`src/rtl/spi_dual_pkg.sv`:
```
package spi_dual_pkg;
  typedef enum logic [1:0] {
    ST_IDLE  = 2'd0,
    ST_SETUP = 2'd1,
    ST_SHIFT = 2'd2,
    ST_GAP   = 2'd3
  } seq_state_e;

  localparam int DEF_CMD_W   = 4;
  localparam int DEF_DATA_W  = 12;
  localparam int DEF_DISP_W  = 9;
  localparam int DEF_CLK_DIV = 6;
  localparam int DEF_SETUP   = 1;
  localparam int DEF_GAP     = 32;
endpackage

```
`src/rtl/spi_frame_pack.sv`:
```
module spi_frame_pack #(
  parameter int CMD_W  = 4,
  parameter int DATA_W = 12,
  parameter int DISP_W = 9,
  localparam int FRAME_W = CMD_W + DATA_W,
  localparam int LEN_W   = $clog2(FRAME_W + 1)
) (
  input  logic               target,
  input  logic [CMD_W-1:0]   cmd,
  input  logic [DATA_W-1:0]  data,
  output logic [FRAME_W-1:0] frame,
  output logic [LEN_W-1:0]   len
);
  logic [FRAME_W-1:0] disp_frame;

  // display word is left-aligned so both frames leave from the top bit
  generate
    if (DISP_W < FRAME_W) begin : g_pad
      assign disp_frame = {data[DISP_W-1:0], {(FRAME_W-DISP_W){1'b0}}};
    end else begin : g_nopad
      assign disp_frame = data[FRAME_W-1:0];
    end
  endgenerate

  always_comb begin
    if (target) begin
      frame = disp_frame;
      len   = LEN_W'(DISP_W);
    end else begin
      frame = {cmd, data};
      len   = LEN_W'(FRAME_W);
    end
  end
endmodule

```
`src/rtl/spi_seq_ctrl.sv`:
```
module spi_seq_ctrl
  import spi_dual_pkg::*;
#(
  parameter int FRAME_W = 16,
  parameter int CLK_DIV = 6,
  parameter int SETUP   = 1,
  parameter int GAP     = 32,
  localparam int LEN_W   = $clog2(FRAME_W + 1),
  localparam int HALF    = CLK_DIV / 2,
  localparam int DIV_W   = $clog2(CLK_DIV),
  localparam int SETUP_W = $clog2(SETUP + 1),
  localparam int GAP_W   = $clog2(GAP)
) (
  input  logic             clk,
  input  logic             rst_n,
  input  logic             in_valid,
  input  logic             target,
  input  logic [LEN_W-1:0] len,
  output logic             in_ready,
  output logic             load,
  output logic             sample,
  output logic             shift,
  output logic             done,
  output logic             sck,
  output logic [1:0]       cs_n
);
  seq_state_e         state;
  logic [DIV_W-1:0]   div_cnt;
  logic [SETUP_W-1:0] setup_cnt;
  logic [GAP_W-1:0]   gap_cnt;
  logic [LEN_W-1:0]   bit_cnt;
  logic [LEN_W-1:0]   len_q;
  logic               at_fall;
  logic               at_rise;
  logic               last_bit;

  assign in_ready = (state == ST_IDLE);
  assign load     = in_valid && in_ready;
  assign at_fall  = (state == ST_SHIFT) && (div_cnt == DIV_W'(HALF - 1));
  assign at_rise  = (state == ST_SHIFT) && (div_cnt == DIV_W'(CLK_DIV - 1));
  assign last_bit = (bit_cnt == (len_q - LEN_W'(1)));
  assign sample   = ((state == ST_SETUP) && (setup_cnt == '0)) || at_rise;
  assign shift    = at_fall && !last_bit;
  assign done     = at_fall && last_bit;

  always_ff @(posedge clk or negedge rst_n) begin
    if (!rst_n) begin
      state     <= ST_IDLE;
      div_cnt   <= '0;
      setup_cnt <= '0;
      gap_cnt   <= '0;
      bit_cnt   <= '0;
      len_q     <= '0;
      sck       <= 1'b0;
      cs_n      <= 2'b11;
    end else begin
      case (state)
        ST_IDLE: begin
          if (load) begin
            state     <= ST_SETUP;
            setup_cnt <= SETUP_W'(SETUP - 1);
            len_q     <= len;
            cs_n      <= target ? 2'b01 : 2'b10;
          end
        end
        ST_SETUP: begin
          if (setup_cnt == '0) begin
            state   <= ST_SHIFT;
            sck     <= 1'b1;
            div_cnt <= '0;
            bit_cnt <= '0;
          end else begin
            setup_cnt <= setup_cnt - SETUP_W'(1);
          end
        end
        ST_SHIFT: begin
          if (at_fall) begin
            sck     <= 1'b0;
            div_cnt <= div_cnt + DIV_W'(1);
            if (last_bit) begin
              state   <= ST_GAP;
              cs_n    <= 2'b11;
              gap_cnt <= GAP_W'(GAP - 2);
            end else begin
              bit_cnt <= bit_cnt + LEN_W'(1);
            end
          end else if (at_rise) begin
            sck     <= 1'b1;
            div_cnt <= '0;
          end else begin
            div_cnt <= div_cnt + DIV_W'(1);
          end
        end
        default: begin
          if (gap_cnt == '0) state <= ST_IDLE;
          else               gap_cnt <= gap_cnt - GAP_W'(1);
        end
      endcase
    end
  end
endmodule

```
`src/rtl/spi_shift_reg.sv`:
```
module spi_shift_reg #(
  parameter int FRAME_W = 16
) (
  input  logic               clk,
  input  logic               rst_n,
  input  logic               load,
  input  logic [FRAME_W-1:0] frame,
  input  logic               shift,
  input  logic               sample,
  input  logic               done,
  input  logic               miso,
  output logic               tx_msb,
  output logic [FRAME_W-1:0] rx_data,
  output logic               rx_valid
);
  logic [FRAME_W-1:0] tx_sh;
  logic [FRAME_W-1:0] rx_sh;

  assign tx_msb = tx_sh[FRAME_W-1];

  always_ff @(posedge clk or negedge rst_n) begin
    if (!rst_n) begin
      tx_sh    <= '0;
      rx_sh    <= '0;
      rx_data  <= '0;
      rx_valid <= 1'b0;
    end else begin
      rx_valid <= done;
      if (load) begin
        tx_sh <= frame;
        rx_sh <= '0;
      end else begin
        if (shift)  tx_sh <= {tx_sh[FRAME_W-2:0], 1'b0};
        if (sample) rx_sh <= {rx_sh[FRAME_W-2:0], miso};
      end
      if (done) rx_data <= rx_sh;
    end
  end
endmodule

```
`src/rtl/spi_dual_master.sv`:
```
module spi_dual_master
  import spi_dual_pkg::*;
#(
  parameter int CMD_W   = DEF_CMD_W,
  parameter int DATA_W  = DEF_DATA_W,
  parameter int DISP_W  = DEF_DISP_W,
  parameter int CLK_DIV = DEF_CLK_DIV,
  parameter int SETUP   = DEF_SETUP,
  parameter int GAP     = DEF_GAP,
  localparam int FRAME_W = CMD_W + DATA_W,
  localparam int LEN_W   = $clog2(FRAME_W + 1)
) (
  input  logic               clk,
  input  logic               rst_n,
  input  logic               in_valid,
  output logic               in_ready,
  input  logic               in_target,
  input  logic [CMD_W-1:0]   in_cmd,
  input  logic [DATA_W-1:0]  in_data,
  output logic               busy,
  output logic               sck,
  output logic               mosi,
  input  logic               miso,
  output logic [1:0]         cs_n,
  output logic [FRAME_W-1:0] rx_data,
  output logic               rx_valid
);
  logic [FRAME_W-1:0] frame;
  logic [LEN_W-1:0]   len;
  logic               load;
  logic               sample;
  logic               shift;
  logic               done;
  logic               tx_msb;

  spi_frame_pack #(
    .CMD_W (CMD_W),
    .DATA_W(DATA_W),
    .DISP_W(DISP_W)
  ) u_pack (
    .target(in_target),
    .cmd   (in_cmd),
    .data  (in_data),
    .frame (frame),
    .len   (len)
  );

  spi_seq_ctrl #(
    .FRAME_W(FRAME_W),
    .CLK_DIV(CLK_DIV),
    .SETUP  (SETUP),
    .GAP    (GAP)
  ) u_seq (
    .clk     (clk),
    .rst_n   (rst_n),
    .in_valid(in_valid),
    .target  (in_target),
    .len     (len),
    .in_ready(in_ready),
    .load    (load),
    .sample  (sample),
    .shift   (shift),
    .done    (done),
    .sck     (sck),
    .cs_n    (cs_n)
  );

  spi_shift_reg #(
    .FRAME_W(FRAME_W)
  ) u_shift (
    .clk     (clk),
    .rst_n   (rst_n),
    .load    (load),
    .frame   (frame),
    .shift   (shift),
    .sample  (sample),
    .done    (done),
    .miso    (miso),
    .tx_msb  (tx_msb),
    .rx_data (rx_data),
    .rx_valid(rx_valid)
  );

  assign busy = !in_ready;
  assign mosi = (&cs_n) ? 1'b0 : tx_msb;
endmodule

```
`config.mk`:
```
export PLATFORM = sky130hd
export DESIGN_NAME = spi_dual_master
export DESIGN_NICKNAME = d
export VERILOG_FILES = /design/src/rtl/spi_dual_pkg.sv /design/src/rtl/spi_frame_pack.sv /design/src/rtl/spi_seq_ctrl.sv /design/src/rtl/spi_shift_reg.sv /design/src/rtl/spi_dual_master.sv
export SDC_FILE = /design/constraint.sdc
export NUM_CORES = 1
export LEC_CHECK = 0
export BUFFER_PORTS_ARGS = -buffer_cell sky130_fd_sc_hd__clkbuf_2
export CAP_MARGIN = 20
export CELL_PAD_IN_SITES_DETAIL_PLACEMENT = 0
export CELL_PAD_IN_SITES_GLOBAL_PLACEMENT = 1
export CORE_MARGIN = 2
export CORE_UTILIZATION = 40
export CTS_BUF_LIST = sky130_fd_sc_hd__clkbuf_2
export CTS_CLUSTER_SIZE = 10
export DETAILED_ROUTE_END_ITERATION = 10
export PLACE_DENSITY = 0.76
export RECOVER_POWER = 50
export SLEW_MARGIN = 20
export SYNTH_ARGS = -nofsm -noshare
export SYNTH_HDL_FRONTEND = slang
export SYNTH_SLANG_ARGS = --single-unit
```
`constraint.sdc`:
```
create_clock -name clk -period 3.3 [get_ports clk]
set_clock_uncertainty 0.2 [all_clocks]
set_input_delay 0.66 -clock clk [delete_from_list [all_inputs] [get_ports clk]]
set_output_delay 0.66 -clock clk [all_outputs]
set_load 0.005 [all_outputs]
```
# --- Yosys cells after proc, flatten, opt, wreduce, memory -nomap -nowiden ---
# Cells that the tools add are included.
totals:
  ff_bits: 73
  latchBits: 0
  ramBits: 0
  romBits: 0
  input_bits: 21
  wordCells: 93
  memories: 0
op_classes:
  n_addsub: 5
  multipliers: 0
  n_div: 0
  magnitude_cmp: 0
  n_eq_ne: 12
  n_shift: 0
  mux: 35
  bitwise: 2
  reduce_logical: 27
ops:
  columns: ["operator", "count"]
  rows:
  - ["two-way mux 16 bit", 5]
  - ["two-way mux 5 bit", 7]
  - ["case mux 5 bit (2 select lines)", 2]
  - ["two-way mux 2 bit", 7]
  - ["AND reduction 4 bit", 3]
  - ["nonzero test 2 bit", 5]
  - ["subtractor 5 x 1 -> 5 bit (second input constant)", 2]
  - ["two-way mux 3 bit", 3]
  - ["!= test 2 x 1 -> 1 bit (second input constant)", 4]
  - ["AND reduction 2 bit", 4]
  - ["logical AND 1 bit", 6]
  - ["two-way mux 1 bit", 6]
  - ["case mux 2 bit (3 select lines)", 1]
  - ["case mux 3 bit (2 select lines)", 1]
  - ["adder 5 x 1 -> 5 bit (second input constant)", 1]
  - ["equality test 5 bit", 1]
  - ["zero test 5 bit", 1]
  - ["AND reduction 5 bit", 1]
  - ["!= test 2 bit (second input constant)", 2]
  - ["case mux 1 bit (2 select lines)", 2]
  - ["case mux 2 bit (2 select lines)", 1]
  - ["nonzero test 4 bit", 1]
  - ["adder 3 x 1 -> 3 bit (second input constant)", 1]
  - ["equality test 3 x 2 -> 1 bit (second input constant)", 1]
  - ["other kinds (11)", 13]

# --- Longest topological paths before layout ---
depth:
  depth_word: 6
  mapped_depth: 9
  mapped_depth_nobuf: 7

# --- Hierarchy ---
# A second synthesis with hierarchy kept.
unflattened:
  cells_unflattened: 346
  hier_area_um2: 3839.9
modules_own_cells:
  columns: ["mod", "instances", "cells_per_inst", "area_per_inst_um2", "seq_area_each_um2"]
  rows:
  - ["spi_shift_reg", 1, 156, 2073.2, 1226.2]
  - ["spi_seq_ctrl", 1, 164, 1517.7, 578.1]
  - ["spi_frame_pack", 1, 24, 234.0, 0.0]
  - ["spi_dual_master", 1, 2, 15.0, 0.0]

# --- Least setup slack after synthesis ---
# OpenSTA, ideal clock, no wires.
synth_path:
  path_kind: "register -> register"
  startpoint: "register u_seq.gap_cnt[0]"
  endpoint: "register u_seq.state[1]"
  arrival_ns: 1.759
  required_time_ns: 2.974
  setup_slack_ns: 1.215
  path_stages_with_launch: 7
  period_less_slack_ns: 2.085
  path_cell_list: "dfrtp_1 -> inv_1 -> ha_1 -> or3b_2 -> nor2_1 -> a211oi_1 -> a221o_1"
synth_between:
  elab_chain_cells: 3
synth_lines:
  columns: ["element", "line_no", "source"]
  rows:
  - ["from (decl)", "spi_seq_ctrl.sv:30", "logic [GAP_W-1:0] gap_cnt;"]
  - ["from (signal assigned)", "spi_seq_ctrl.sv:83", "gap_cnt <= GAP_W'(GAP - 2);"]
  - ["from (signal assigned)", "spi_seq_ctrl.sv:96", "else gap_cnt <= gap_cnt - GAP_W'(1);"]
  - ["zero test 5 bit", "spi_seq_ctrl.sv:95", "if (gap_cnt == '0) state <= ST_IDLE;"]
  - ["nonzero test 4 bit (no source line)", null, null]
  - ["AND reduction 5 bit (no source line)", null, null]
  - ["to (signal assigned)", "spi_seq_ctrl.sv:68", "state <= ST_SHIFT;"]
  - ["to (signal assigned)", "spi_seq_ctrl.sv:81", "state <= ST_GAP;"]
  - ["to (signal assigned)", "spi_seq_ctrl.sv:95", null]
  - ["to (decl)", "spi_seq_ctrl.sv:27", "seq_state_e state;"]
# No other way between the ends.
# A chain may end at the register's enable or synchronous reset.

# --- Final worst setup path ---
layout_path:
  startpoint: "register u_seq.state[0]"
  endpoint: "register u_shift.rx_data[8]"
layout_between:
  elab_chain_cells: 3
layout_lines:
  columns: ["element", "line_no", "source"]
  rows:
  - ["from (signal assigned)", "spi_seq_ctrl.sv:48", "state <= ST_IDLE;"]
  - ["from (signal assigned)", "spi_seq_ctrl.sv:60", "state <= ST_SETUP;"]
  - ["from (signal assigned)", "spi_seq_ctrl.sv:68", null]
  - ["equality test 2 bit", "spi_seq_ctrl.sv:39", "assign at_fall = (state == ST_SHIFT) && (div_cnt == DIV_W'(HALF - 1));"]
  - ["logical AND 1 bit", "spi_seq_ctrl.sv:39", null]
  - ["logical AND 1 bit", "spi_seq_ctrl.sv:44", "assign done = at_fall && last_bit;"]
  - ["to (signal assigned)", "spi_shift_reg.sv:36", "if (done) rx_data <= rx_sh;"]
  - ["to (decl)", "spi_shift_reg.sv:13", "output logic [FRAME_W-1:0] rx_data,"]
# No other way between the ends.

==> reports/metrics.csv <==
stage,metric,value,unit
global_routing,wire length of the first global-routing pass,11.9,mm
clocking,root buffer cell,clkbuf_2,
hold_path,HP Class,in2reg,
final_layout,final cell count without fillers,477,
drt,Antenna Nets Post-Route,0,
floorplan,# rows,33,
clocking,# H-tree levels,3,
floorplan,I/O pin count,44,
power_and_ir_drop,Pwr Density,745,nW/um^2
clocking,Post CTS Setup Buffer Count,0,
setup_path,CP Class,reg2reg,
clocking,clk sinks,69,
final_layout,layout cell share with drive strength beyond 1,0.261,
setup_path,Worst setup SP type,flip-flop,
clocking,clock-pin slew of the registers on the worst-case setup and hold paths,0.21,ns
setup_path,crit end category,flip-flop,
logic_synthesis,Synth Net Count,352,
clocking,CTS max path bufs,2,
setup_path,Worst Path Max Fanout,20,
timing,worst setup margin,0.668,ns
clocking,CTS tree,built,
logic_synthesis,Post-synth EDFFs,0,
floorplan,Core Area,8180,um^2
floorplan,initial core utilization,0.410,
global_routing,largest net degree at the start of global routing,70,
logic_synthesis,share of the synthesized area in the top cell type,0.500,
timing,final setup vio count,0,
logic_synthesis,top-count cell post-synth,dfrtp_1,
logic_synthesis,asr flop ratio synth,1.00,
drt,wire per inst,14.6,um
job,max capacitance violation total,1,
timing,final hold viol count,0,
power_and_ir_drop,peak supply drop,0.302,mV
place,pre-CTS setup slack,0.867,ns
place,Inst Count DP,461,
drt,final wirelength,6.97,mm
timing,TNS Setup,0,ns
timing,Slew @ Worst Pin,1.68,ns
floorplan,Die Y,95.6,um
global_routing,number of global-route vias before repair,2438,
clocking,CTS resizes,0,
setup_path,Critical Path RT,3.52,ns
global_routing,initial antenna violation count,0,
clocking,CTS Buf Count,9,
setup_path,CP Data Arrival Time,2.85,ns
global_routing,GRT Total Usage,0.171,
logic_synthesis,Yosys reg bits,69,
global_routing,global route overflow,0,
logic_synthesis,synth unique cells,54,
timing,unrepaired setup endpoints after global routing,no,
final_layout,synth-to-layout area growth,11.8,%
final_layout,antenna cell count,0,
logic_synthesis,Mapped Avg Cell Area,10.4,um^2
power_and_ir_drop,Leakage,0.00183,uW
logic_synthesis,list of most frequent post-synthesis cells,"dfrtp_1, nand2_1, a21oi_1",
place,placed inst area,3630,um^2
floorplan,Die W,95.6,um
timing,Max Freq,0.380,GHz
logic_synthesis,main flop type after synthesis,dfrtp_1,
timing,Final Slew Violations,70,
logic_synthesis,Synth area leaders,"dfrtp_1, a21oi_1, nand2_1",
drt,drt initial violations,125,
logic_synthesis,synthesized cell area,3350,um^2
drt,final routed DRC violation total,0,
logic_synthesis,Ys Warns,0,
drt,DR pass1 iterations,4,
timing,Tmin final,2.63,ns
place,dpl hpwl,4.64,mm
run_status,status,"complete, but fails checks",
logic_synthesis,Synth area leader,dfrtp_1,
floorplan,Die Footprint,9130,um^2
timing,Tcrit/Tclk final,0.797,
drt,Vias/cell,5.27,
final_layout,Layout Nets,396,
final_layout,# fillers,817,
drt,Vias,2514,
place,port bufs,43,
timing,worst hold-check slack,0.131,ns
clocking,clock latency on the worst-skew pair,0.51,ns
clocking,cts hold-fix bufs,0,
logic_synthesis,post-synthesis instance total,323,
timing,Slew headroom,-0.121,
logic_synthesis,post-synthesis sequential area ratio,0.516,
place,RePlAce Congestion,0.783,
run_status,failing checks,"max-capacitance violations, max-slew violations",
final_layout,final instance area,3750,um^2
==> per-layer routing <==
layer | global-route usage | wire length (um) | vias to the layer above
li1 | - | - | 1236
met1 | 0.237 | 3450 | 1233
met2 | 0.257 | 3170 | 40
met3 | 0.0609 | 282 | 5
met4 | 0.0429 | 67 | 0
met5 | 0 | 0 | -
==> final timing paths <==
path                                               from  slack (ns)  cells after the start                             end
setup reg to reg             u_seq.state[0]$_DFFE_PN0P_        0.67                      6  u_shift.rx_data[8]$_DFFE_PN0P_
hold / removal                                     miso        0.13                      3    u_shift.rx_sh[0]$_DFFE_PN0P_
setup / recovery             u_seq.state[0]$_DFFE_PN0P_        0.67                      6  u_shift.rx_data[8]$_DFFE_PN0P_
max in group asynchronous                         rst_n        1.47                      2    u_seq.div_cnt[2]$_DFFE_PN0P_
min in group asynchronous                         rst_n        0.41                      2    u_seq.div_cnt[0]$_DFFE_PN0P_
hold reg to reg            u_seq.gap_cnt[1]$_DFFE_PN0P_        0.31                      1    u_seq.gap_cnt[1]$_DFFE_PN0P_
==> metrics by stage <==
step / util / power, uW
2_1_floorplan: - / 2040
4_1_cts: 0.460 / 2830
3_5_place_dp: 0.444 / 2300
5_1_grt: 0.459 / 3040
3_3_place_gp: 0.444 / 2280
6_report: 0.459 / 2790
==> registers in the layout (all words and copies together) (netlist names) <==
name / flops
u_seq.gap_cnt: 5
u_seq.sck: 1
u_shift.rx_data: 16
u_seq.len_q: 2
u_seq.div_cnt: 3
u_seq.cs_n: 2
u_shift.tx_sh: 16
u_seq.bit_cnt: 5
u_seq.state: 2
u_shift.rx_valid: 1
u_shift.rx_sh: 16
==> power breakdown <==
group          internal (uW)  switching, uW
registers               1090            180
clock network            184            337
logic                    415            586
total                   1690           1100
==> final cells by class <==
type | count | area [um^2] | share of cell area
repair buffers | 50 | 258 | 0.0688
clock buffers | 9 | 45.0 | 0.0120
multi-input cells | 225 | 1460 | 0.389
well taps | 105 | 131 | 0.0350
inverters | 12 | 45.0 | 0.0120
clock inverters | 7 | 81.3 | 0.0217
flip-flops and latches | 69 | 1730 | 0.461
==> cell families after synthesis <==
kind of cell | count (synthesis) | share of synthesized area
AND/OR/NAND/NOR | 97 | 0.143
adder cells (fa/ha/maj) | 8 | 0.0299
buffers and inverters | 29 | 0.0500
flip-flops | 69 | 0.516
AO/OA/AOI/OAI | 93 | 0.170
multiplexers | 26 | 0.0862
XOR/XNOR | 1 | 0.00485
==> cells in the final DEF, fill, tap and decap left out, drive strengths merged, types with 2 or more instances in the layout <==
master    count
a21oi        47
o31ai         3
nand2        60
mux2         17
o21bai        2
nand3         3
a2bb2oi       2
a21boi        2
o21ai        10
buf           5
or3b          2
nor4          2
or4           2
nor3          6
or2           2
o22a          2
nand2b        3
o22ai         4
a31oi         2
nor2          7
dfstp         2
clkinvlp      3
inv          15
clkbuf       54
mux2i         9
nand4         3
a22oi        10
dfrtp        67
ha            8
o211ai        2
nand4b        2
==> critical path, cell delays in order, from the launching register on <==
cell	delay, ns
dfrtp_1	0.44
inv_1	0.11
ha_1	0.17
clkbuf_1	0.52
nand2_1	0.20
o21bai_2	0.50
mux2_4	0.41
No activity file was read; power rests on OpenSTA's default activity.
